$ cat config.mk
export PLATFORM = sky130hd
export DESIGN_NAME = rankmod_demod
export DESIGN_NICKNAME = d
export VERILOG_FILES = /design/src/rtl/rankmod_pkg.sv /design/src/rtl/rankmod_datapath.sv /design/src/rtl/rankmod_ctrl.sv /design/src/rtl/rankmod_demod.sv
export SDC_FILE = /design/constraint.sdc
export NUM_CORES = 1
export LEC_CHECK = 0
export BUFFER_PORTS_ARGS = -buffer_cell sky130_fd_sc_hd__buf_2
export CORE_ASPECT_RATIO = 1.75
export CORE_MARGIN = 8
export CORE_UTILIZATION = 40
export CTS_CLUSTER_SIZE = 30
export DETAILED_ROUTE_END_ITERATION = 6
export GPL_ROUTABILITY_DRIVEN = 0
export PLACE_DENSITY = 0.72
export SYNTH_ARGS = -nofsm -noshare
export SYNTH_HDL_FRONTEND = slang
export SYNTH_HIERARCHICAL = 1
export SYNTH_SLANG_ARGS = --single-unit
$ cat constraint.sdc
create_clock -name clk -period 12.1 [get_ports clk]
set_input_delay 1.21 -clock clk [delete_from_list [all_inputs] [get_ports clk]]
set_output_delay 1.21 -clock clk [all_outputs]
set_load 0.02 [all_outputs]
$ cat src/rtl/rankmod_pkg.sv
`timescale 1ns/1ps
package rankmod_pkg;
  localparam int MAX_CELLS = 6;
  localparam int CELL_W = $clog2(MAX_CELLS);

  function automatic int fact(input int n);
    int r;
    r = 1;
    for (int i = 2; i <= n; i++) r = r * i;
    return r;
  endfunction

  typedef struct packed {
    logic              capture;
    logic [CELL_W-1:0] selCur;
    logic [CELL_W-1:0] selPrev;
  } rm_strobe_t;
endpackage

$ cat src/rtl/rankmod_datapath.sv
`timescale 1ns/1ps
module rankmod_datapath import rankmod_pkg::*; #(
  parameter int N_CELLS = 3,
  parameter int LVL_W = 8,
  localparam int IDX_W = $clog2(fact(N_CELLS))
) (
  input  logic                        clk,
  input  logic                        rst_n,
  input  logic [N_CELLS*LVL_W-1:0]    levelsIn,
  input  rm_strobe_t                  strb,
  input  logic [LVL_W-1:0]            margin,
  output logic [N_CELLS*CELL_W-1:0]   permOut,
  output logic [IDX_W-1:0]            permIdx,
  output logic                        permValid,
  output logic                        stepMet
);
  logic [LVL_W-1:0]  lvl    [N_CELLS];
  logic [CELL_W-1:0] rank   [N_CELLS];
  logic [CELL_W-1:0] sorted [N_CELLS];
  logic [IDX_W-1:0]  idxNext;
  logic [N_CELLS*CELL_W-1:0] listNext;
  logic [N_CELLS*CELL_W-1:0] identity;
  logic [LVL_W-1:0]  curLvl, prevLvl;

  for (genvar g = 0; g < N_CELLS; g++) begin : g_unpack
    assign lvl[g] = levelsIn[g*LVL_W +: LVL_W];
    assign identity[g*CELL_W +: CELL_W] = CELL_W'(g);
    assign listNext[g*CELL_W +: CELL_W] = sorted[g];
  end

  // rank of each cell: number of cells ahead of it (higher level, or equal with lower index)
  always_comb begin
    for (int i = 0; i < N_CELLS; i++) begin
      int cnt;
      cnt = 0;
      for (int j = 0; j < N_CELLS; j++) begin
        if (j != i) begin
          if ((lvl[j] > lvl[i]) || ((lvl[j] == lvl[i]) && (j < i))) cnt++;
        end
      end
      rank[i] = CELL_W'(cnt);
    end
  end

  always_comb begin
    for (int s = 0; s < N_CELLS; s++) begin
      sorted[s] = '0;
      for (int i = 0; i < N_CELLS; i++) begin
        if (rank[i] == CELL_W'(s)) sorted[s] = CELL_W'(i);
      end
    end
  end

  // factorial-base (Lehmer) encoding of the sorted list
  always_comb begin
    int acc;
    acc = 0;
    for (int k = 0; k < N_CELLS; k++) begin
      int d;
      d = 0;
      for (int j = k + 1; j < N_CELLS; j++) begin
        if (sorted[j] < sorted[k]) d++;
      end
      acc = acc + d * fact(N_CELLS - 1 - k);
    end
    idxNext = IDX_W'(acc);
  end

  always_ff @(posedge clk) begin
    if (!rst_n) begin
      permOut   <= identity;
      permIdx   <= '0;
      permValid <= 1'b0;
    end else begin
      permValid <= strb.capture;
      if (strb.capture) begin
        permOut <= listNext;
        permIdx <= idxNext;
      end
    end
  end

  // live comparison for the programming sequencer
  always_comb begin
    curLvl  = '0;
    prevLvl = '0;
    for (int i = 0; i < N_CELLS; i++) begin
      if (strb.selCur == CELL_W'(i))  curLvl  = lvl[i];
      if (strb.selPrev == CELL_W'(i)) prevLvl = lvl[i];
    end
  end
  assign stepMet = {1'b0, curLvl} > ({1'b0, prevLvl} + {1'b0, margin});

  // valid follows a capture by one cycle, outputs hold otherwise
  p_valid_after_capture_r4: assert property (@(posedge clk) disable iff (!rst_n)
    strb.capture |=> permValid);
  p_no_spurious_valid_r4: assert property (@(posedge clk) disable iff (!rst_n)
    !strb.capture |=> !permValid);
  p_hold_r4: assert property (@(posedge clk) disable iff (!rst_n)
    !strb.capture |=> ($stable(permOut) && $stable(permIdx)));
  // index within range
  p_idx_range_r3: assert property (@(posedge clk) disable iff (!rst_n)
    permIdx < IDX_W'(fact(N_CELLS)));
  // every cell appears exactly once in the list
  for (genvar c = 0; c < N_CELLS; c++) begin : g_uniq
    logic [N_CELLS-1:0] hit;
    for (genvar s = 0; s < N_CELLS; s++) begin : g_hit
      assign hit[s] = (permOut[s*CELL_W +: CELL_W] == CELL_W'(c));
    end
    p_cell_once_r1: assert property (@(posedge clk) disable iff (!rst_n)
      $countones(hit) == 1);
  end
endmodule

$ cat src/rtl/rankmod_ctrl.sv
`timescale 1ns/1ps
module rankmod_ctrl import rankmod_pkg::*; #(
  parameter int N_CELLS = 3
) (
  input  logic                      clk,
  input  logic                      rst_n,
  input  logic                      sampleValid,
  input  logic                      progStart,
  input  logic [N_CELLS*CELL_W-1:0] progTarget,
  input  logic                      stepMet,
  output rm_strobe_t                strb,
  output logic                      pulseEn,
  output logic [CELL_W-1:0]         pulseCell,
  output logic                      progBusy,
  output logic                      progDone
);
  typedef enum logic [1:0] {S_IDLE, S_RAISE, S_DONE} seq_state_t;
  seq_state_t state;
  logic [N_CELLS*CELL_W-1:0] targetQ;
  logic [CELL_W-1:0] slotK;
  logic [CELL_W-1:0] curCell, prevCell;

  always_comb begin
    curCell  = '0;
    prevCell = '0;
    for (int s = 0; s < N_CELLS; s++) begin
      if (slotK == CELL_W'(s))                 curCell  = targetQ[s*CELL_W +: CELL_W];
      if ((slotK + CELL_W'(1)) == CELL_W'(s))  prevCell = targetQ[s*CELL_W +: CELL_W];
    end
  end

  assign strb.capture = sampleValid;
  assign strb.selCur  = curCell;
  assign strb.selPrev = prevCell;
  assign progBusy     = (state == S_RAISE);
  assign progDone     = (state == S_DONE);
  assign pulseEn      = progBusy && !stepMet;
  assign pulseCell    = curCell;

  always_ff @(posedge clk) begin
    if (!rst_n) begin
      state   <= S_IDLE;
      targetQ <= '0;
      slotK   <= '0;
    end else begin
      case (state)
        S_IDLE: if (progStart) begin
          targetQ <= progTarget;
          slotK   <= CELL_W'(N_CELLS - 2);
          state   <= S_RAISE;
        end
        S_RAISE: if (stepMet) begin
          if (slotK == '0) state <= S_DONE;
          else             slotK <= slotK - CELL_W'(1);
        end
        S_DONE:  state <= S_IDLE;
        default: state <= S_IDLE;
      endcase
    end
  end

  // done lasts one cycle; target frozen while a run is active
  p_done_single_r8: assert property (@(posedge clk) disable iff (!rst_n)
    progDone |=> !progDone);
  p_target_frozen_r8: assert property (@(posedge clk) disable iff (!rst_n)
    (state != S_IDLE) |=> $stable(targetQ));
endmodule

$ cat src/rtl/rankmod_demod.sv
`timescale 1ns/1ps
module rankmod_demod import rankmod_pkg::*; #(
  parameter int N_CELLS = 3,
  parameter int LVL_W = 8,
  localparam int IDX_W = $clog2(fact(N_CELLS))
) (
  input  logic                      clk,
  input  logic                      rst_n,
  input  logic [N_CELLS*LVL_W-1:0]  levelsIn,
  input  logic                      sampleValid,
  output logic [N_CELLS*CELL_W-1:0] permOut,
  output logic [IDX_W-1:0]          permIdx,
  output logic                      permValid,
  input  logic                      progStart,
  input  logic [N_CELLS*CELL_W-1:0] progTarget,
  input  logic [LVL_W-1:0]          progMargin,
  output logic                      pulseEn,
  output logic [CELL_W-1:0]         pulseCell,
  output logic                      progBusy,
  output logic                      progDone
);
  rm_strobe_t strb;
  logic stepMet;

  rankmod_ctrl #(.N_CELLS(N_CELLS)) ctrl_i (
    .clk(clk), .rst_n(rst_n), .sampleValid(sampleValid),
    .progStart(progStart), .progTarget(progTarget), .stepMet(stepMet),
    .strb(strb), .pulseEn(pulseEn), .pulseCell(pulseCell),
    .progBusy(progBusy), .progDone(progDone));

  rankmod_datapath #(.N_CELLS(N_CELLS), .LVL_W(LVL_W)) dp_i (
    .clk(clk), .rst_n(rst_n), .levelsIn(levelsIn), .strb(strb),
    .margin(progMargin), .permOut(permOut), .permIdx(permIdx),
    .permValid(permValid), .stepMet(stepMet));
endmodule

After elaboration in Yosys (flattened, before gate mapping)
Cells that the tools add are included.
{"block": "totals", "out_inout_bits": 19, "reg_bits": 27, "in_bits": 45, "wordCells": 91}
{"block": "op_classes", "add_sub_neg": 7, "muxes": 33, "reduce_logical": 16, "n_eq_ne": 21, "n_lt_le_gt_ge": 8}
{"cell": "8-bit 2-to-1 mux", "n": 6}
{"cell": "3-bit 2-to-1 mux", "n": 11}
{"cell": "8-bit greater-than comparator", "n": 4}
{"cell": "8-bit equality test", "n": 3}
{"cell": "3-bit by 1-bit equality test with 1-bit output, second input constant", "n": 6}
{"cell": "3-bit by 2-bit equality test with 1-bit output, second input constant", "n": 6}
{"cell": "3-bit zero test", "n": 6}
{"cell": "2-bit 2-to-1 mux", "n": 7}
{"cell": "8-bit by 8-bit adder with 9-bit output", "n": 1}
{"cell": "8-bit by 9-bit greater-than comparator with 1-bit output", "n": 1}
{"cell": "1-bit 2-to-1 mux", "n": 7}
{"cell": "1-bit by 1-bit adder with 2-bit output, second input constant", "n": 3}
{"cell": "2-bit less-than comparator", "n": 3}
{"cell": "2-bit inequality test, second input constant", "n": 3}
{"cell": "3-bit one-hot mux with 2 select lines", "n": 1}
{"cell": "2-bit one-hot mux with 2 select lines", "n": 1}
{"cell": "4-bit AND reduction", "n": 1}
{"cell": "3-bit by 1-bit adder with 3-bit output, second input constant", "n": 1}
{"cell": "3-bit by 2-bit adder with 3-bit output", "n": 1}
{"cell": "1-bit logical OR", "n": 3}
{"cell": "3-bit AND reduction", "n": 1}
{"cell": "3-bit by 1-bit subtractor with 3-bit output, second input constant", "n": 1}
{"cell": "2-bit by 1-bit equality test with 1-bit output, second input constant", "n": 1}
{"cell": "2-bit equality test, second input constant", "n": 1}
{"cell": "other kinds (6)", "n": 6}

Logic depth before layout (Yosys ltp)
{"block": "depth", "depth_word": 13, "ltp_mapped": 25}

By module
The synthesis kept the hierarchy.
{"mod": "rankmod_datapath", "area_each_um2": 1866.8, "n_inst": 1, "cells_per_inst": 246}
{"mod": "rankmod_ctrl", "area_each_um2": 867.1, "n_inst": 1, "cells_per_inst": 97}

Worst setup path before layout
OpenSTA, ideal clock, no wires.
{"block": "synth_timing", "path_kind": "register to output", "startpoint": "register ctrl_i.slotK[0]", "endpoint": "output pulseEn", "arrival_ns": 4.231, "t_required_ns": 10.890, "setup_slack_ns": 6.659, "stages_incl_launch_ff": 22, "cell_sequence": "dfxtp_1 -> ha_1 -> ha_1 -> nand2b_1 -> nand3_1 -> a31oi_1 -> clkbuf_1 -> nor2b_1 -> clkbuf_1 -> a21oi_1 -> nor2_1 -> ha_1 -> a21o_1 -> and3_1 -> o21ai_1 -> nor2b_1 -> xor2_1 -> ha_1 -> and3_1 -> a41o_1 -> a221oi_1 -> nor3_1"}
{"item": "start: declaration", "line": "rankmod_ctrl.sv:20", "text": "logic [CELL_W-1:0] slotK;"}
{"item": "start signal: assignment", "line": "rankmod_ctrl.sv:49", "text": "slotK <= CELL_W'(N_CELLS - 2);"}
{"item": "start signal: assignment", "line": "rankmod_ctrl.sv:54", "text": "else slotK <= slotK - CELL_W'(1);"}
{"item": "end: declaration", "line": "rankmod_demod.sv:17", "text": "output logic pulseEn,"}

==> metrics.yaml <==
antenna_found_initial: 0
max_freq_ghz: 0.147
grt_overflow: 0
skew_ps: 1.86
synth.top_cell.area_share: 0.243
vias: 2560
cp.arrival_ps: 5590
final.setup.worst_slack_ps: 5300
die-height_um: 125
post-route-util: 0.463
routed_wl_um: 7040
fp.dieArea_um2: 9840
dp.final_hpwl_um: 6060
holdWs_ps: 473
powerDensity_nw_per_um2: 169
peakVddDrop_uv: 106
crit_family: "compound AO/OA/AOI/OAI gates"
cts_made_buffers: 3
drt_iter0_drc: 99
path_cells: "ha_1, ha_1, nand2b_1, nand3_1, a31oi_1, nor2b_1, a21oi_1, nor2_1, ha_1, fa_1, nand3_1, nand2_1, a31oi_1, xnor2_1, ha_1, and3_1, a41o_1, a221oi_1, nor3_1, buf_2"
outcome: "finished, final reports clean"
max_stage_delay_ps: 890
netlist_instances: 343
drc: 0
critPathMaxFanout: 9
wl_per_cell_um: 14.8
min_path_type: "flip-flop to flip-flop"
cp.required_ps: 10890
synth_largest_area_cell: "ha_1"
cts_max_path_buffers: 2
synth_common_cells: "ha_1, nor2_1, mux2i_1"
stdcell_area_um2: 3130
worstMarginPinSlew_ps: 1190
fin_tns_setup_ps: 0
timing.final.setup_violations: 0
layout.cells.non_filler: 475
cap_violations: 0
crit_path_top_delay_cell: "a31oi_1"
async_flop_share: 0
grt_pass1_vias: 2654
vias_per_cell: 5.39
synth_ff_type: "dfxtp_1"
rows: 40
antenna_left: 0
yosysWarnings: 6
die_x_um: 78.5
hold_viol: 0
p_total_uw: 528
grt_usage: 0.145
critPathLaunchType: "flip-flop"
place_inst: 471
worst_skew_pair.late_latency_ps: 260
clkSinkCount: 22
fill_cells: 719
finalCritPeriodShare: 0.562
place_ws_ps: 5580
grt_pass1_wl_um: 11700
relSlewSlack: 0.201
io_buffers: 60
syn_area_um2: 2730
num_io_pins: 64
ys_ff_latch: 22
grt_max_degree: 14
cts_max_level: 1
nets: 491
ys_seq_area_frac: 0.161
p_leak_nw: 1.61
worstSetupPathType: "flip-flop to primary output"
layout_min_cycle_time_ps: 6800
diodes: 0
drive_above_1_share: 0.189
cts_resized: 0
ys_types: 48
cts_tree: "yes"
clkSlewWorstSetupHoldPaths_ps: 60
placed_cell_area_um2: 3040
crit_top_cell: "ha_1"
rsz0062_at_grt: "false"
firstDrtPassIters: 4
synth_edf_count: 0
syn_to_final_growth_pct: 14.5
report.final.slew_viol_count: 0
path_buf_inv: 1
synth.avg_cell_area_um2: 7.97
yosysMostFrequentCell: "ha_1"
synth_area_leaders: "ha_1, dfxtp_1, mux2i_1"
post-cts-setup-buffer-count: 0
start_util: 0.405
cp-end-kind: "primary output"
root_buffer: "clkbuf_16"
coreArea_um2: 6760
cts_hold_buf: 0
[worst paths after layout]
kind,start,endpoint,slack [ps],cells past startpoint
min,dp_i/permOut[3],dp_i/permOut[3],470,2
max reg2reg,ctrl_i/slotK[0],ctrl_i/slotK[1],6350,21
min reg2reg,dp_i/permOut[3],dp_i/permOut[3],470,2
max,ctrl_i/slotK[0],pulseEn,5300,20
[area by class of cell]
cell class / instances / area, um^2 / area share
inverters: 29 / 109 / 0.0348
clock buffers: 4 / 88.8 / 0.0284
flip-flops and latches: 22 / 440 / 0.141
well taps: 84 / 105 / 0.0336
repair buffers: 62 / 315 / 0.101
multi-input cells: 274 / 2070 / 0.662
[where the power goes]
part / total (mW) / internal [mW] / switching (mW) / leakage [nW]
clock: 0.0767 / 0.0505 / 0.0262 / 0.0442
combinational: 0.357 / 0.155 / 0.202 / 1.39
sequential: 0.0943 / 0.0826 / 0.0117 / 0.181
total: 0.528 / 0.288 / 0.240 / 1.61
[cells in the final DEF, fill, tap and decap left out, drive strengths merged, types with 4 or more instances in the layout]
master	netlist	routed
a21oi	29	29
xnor2	4	4
a31oi	4	4
inv	29	29
and2	4	4
nand3	8	8
and3	5	5
dfxtp	22	22
mux2i	30	30
nand3b	7	7
a21o	7	7
o21ai	10	10
buf	15	62
nor2	49	49
nor2b	12	12
a221oi	5	5
clkbuf	5	4
nand2b	8	8
ha	53	53
nand2	7	7
[worst min-delay path, delay by kind of cell (launching register included)]
| kind | cells | cell delay, ps |
|---|---|---|
| DFF | 1 | 320 |
| and+or+nand+nor | 1 | 60 |
| AOI/OAI and AO/OA | 1 | 70 |
[flip-flops by register name, indices dropped and copies added (netlist names)]
signal / count
dp_i/permValid: 1
dp_i/permIdx: 1
dp_i/permOut: 6
ctrl_i/state: 2
ctrl_i/targetQ: 9
ctrl_i/slotK: 3
[layer usage]
metal  up-vias  global-route usage  share of wire
met5         -                   0              0
met4         0              0.0768          0.036
met3        17              0.0330          0.059
met2        75               0.267           0.52
met1      1181               0.142           0.39
li1       1287                   -              -
[kinds of logic after synthesis]
family                   count (synthesis)  synth area share
AO/OA/AOI/OAI                           67             0.159
multiplexers                            30             0.110
flip-flops                              22             0.161
buffers and inverters                   49            0.0837
XOR/XNOR                                 6            0.0192
AND/OR/NAND/NOR                        114             0.216
adder cells (fa/ha/maj)                 54             0.250
other                                    1           0.00137
No activity file was read; power rests on OpenSTA's default activity.
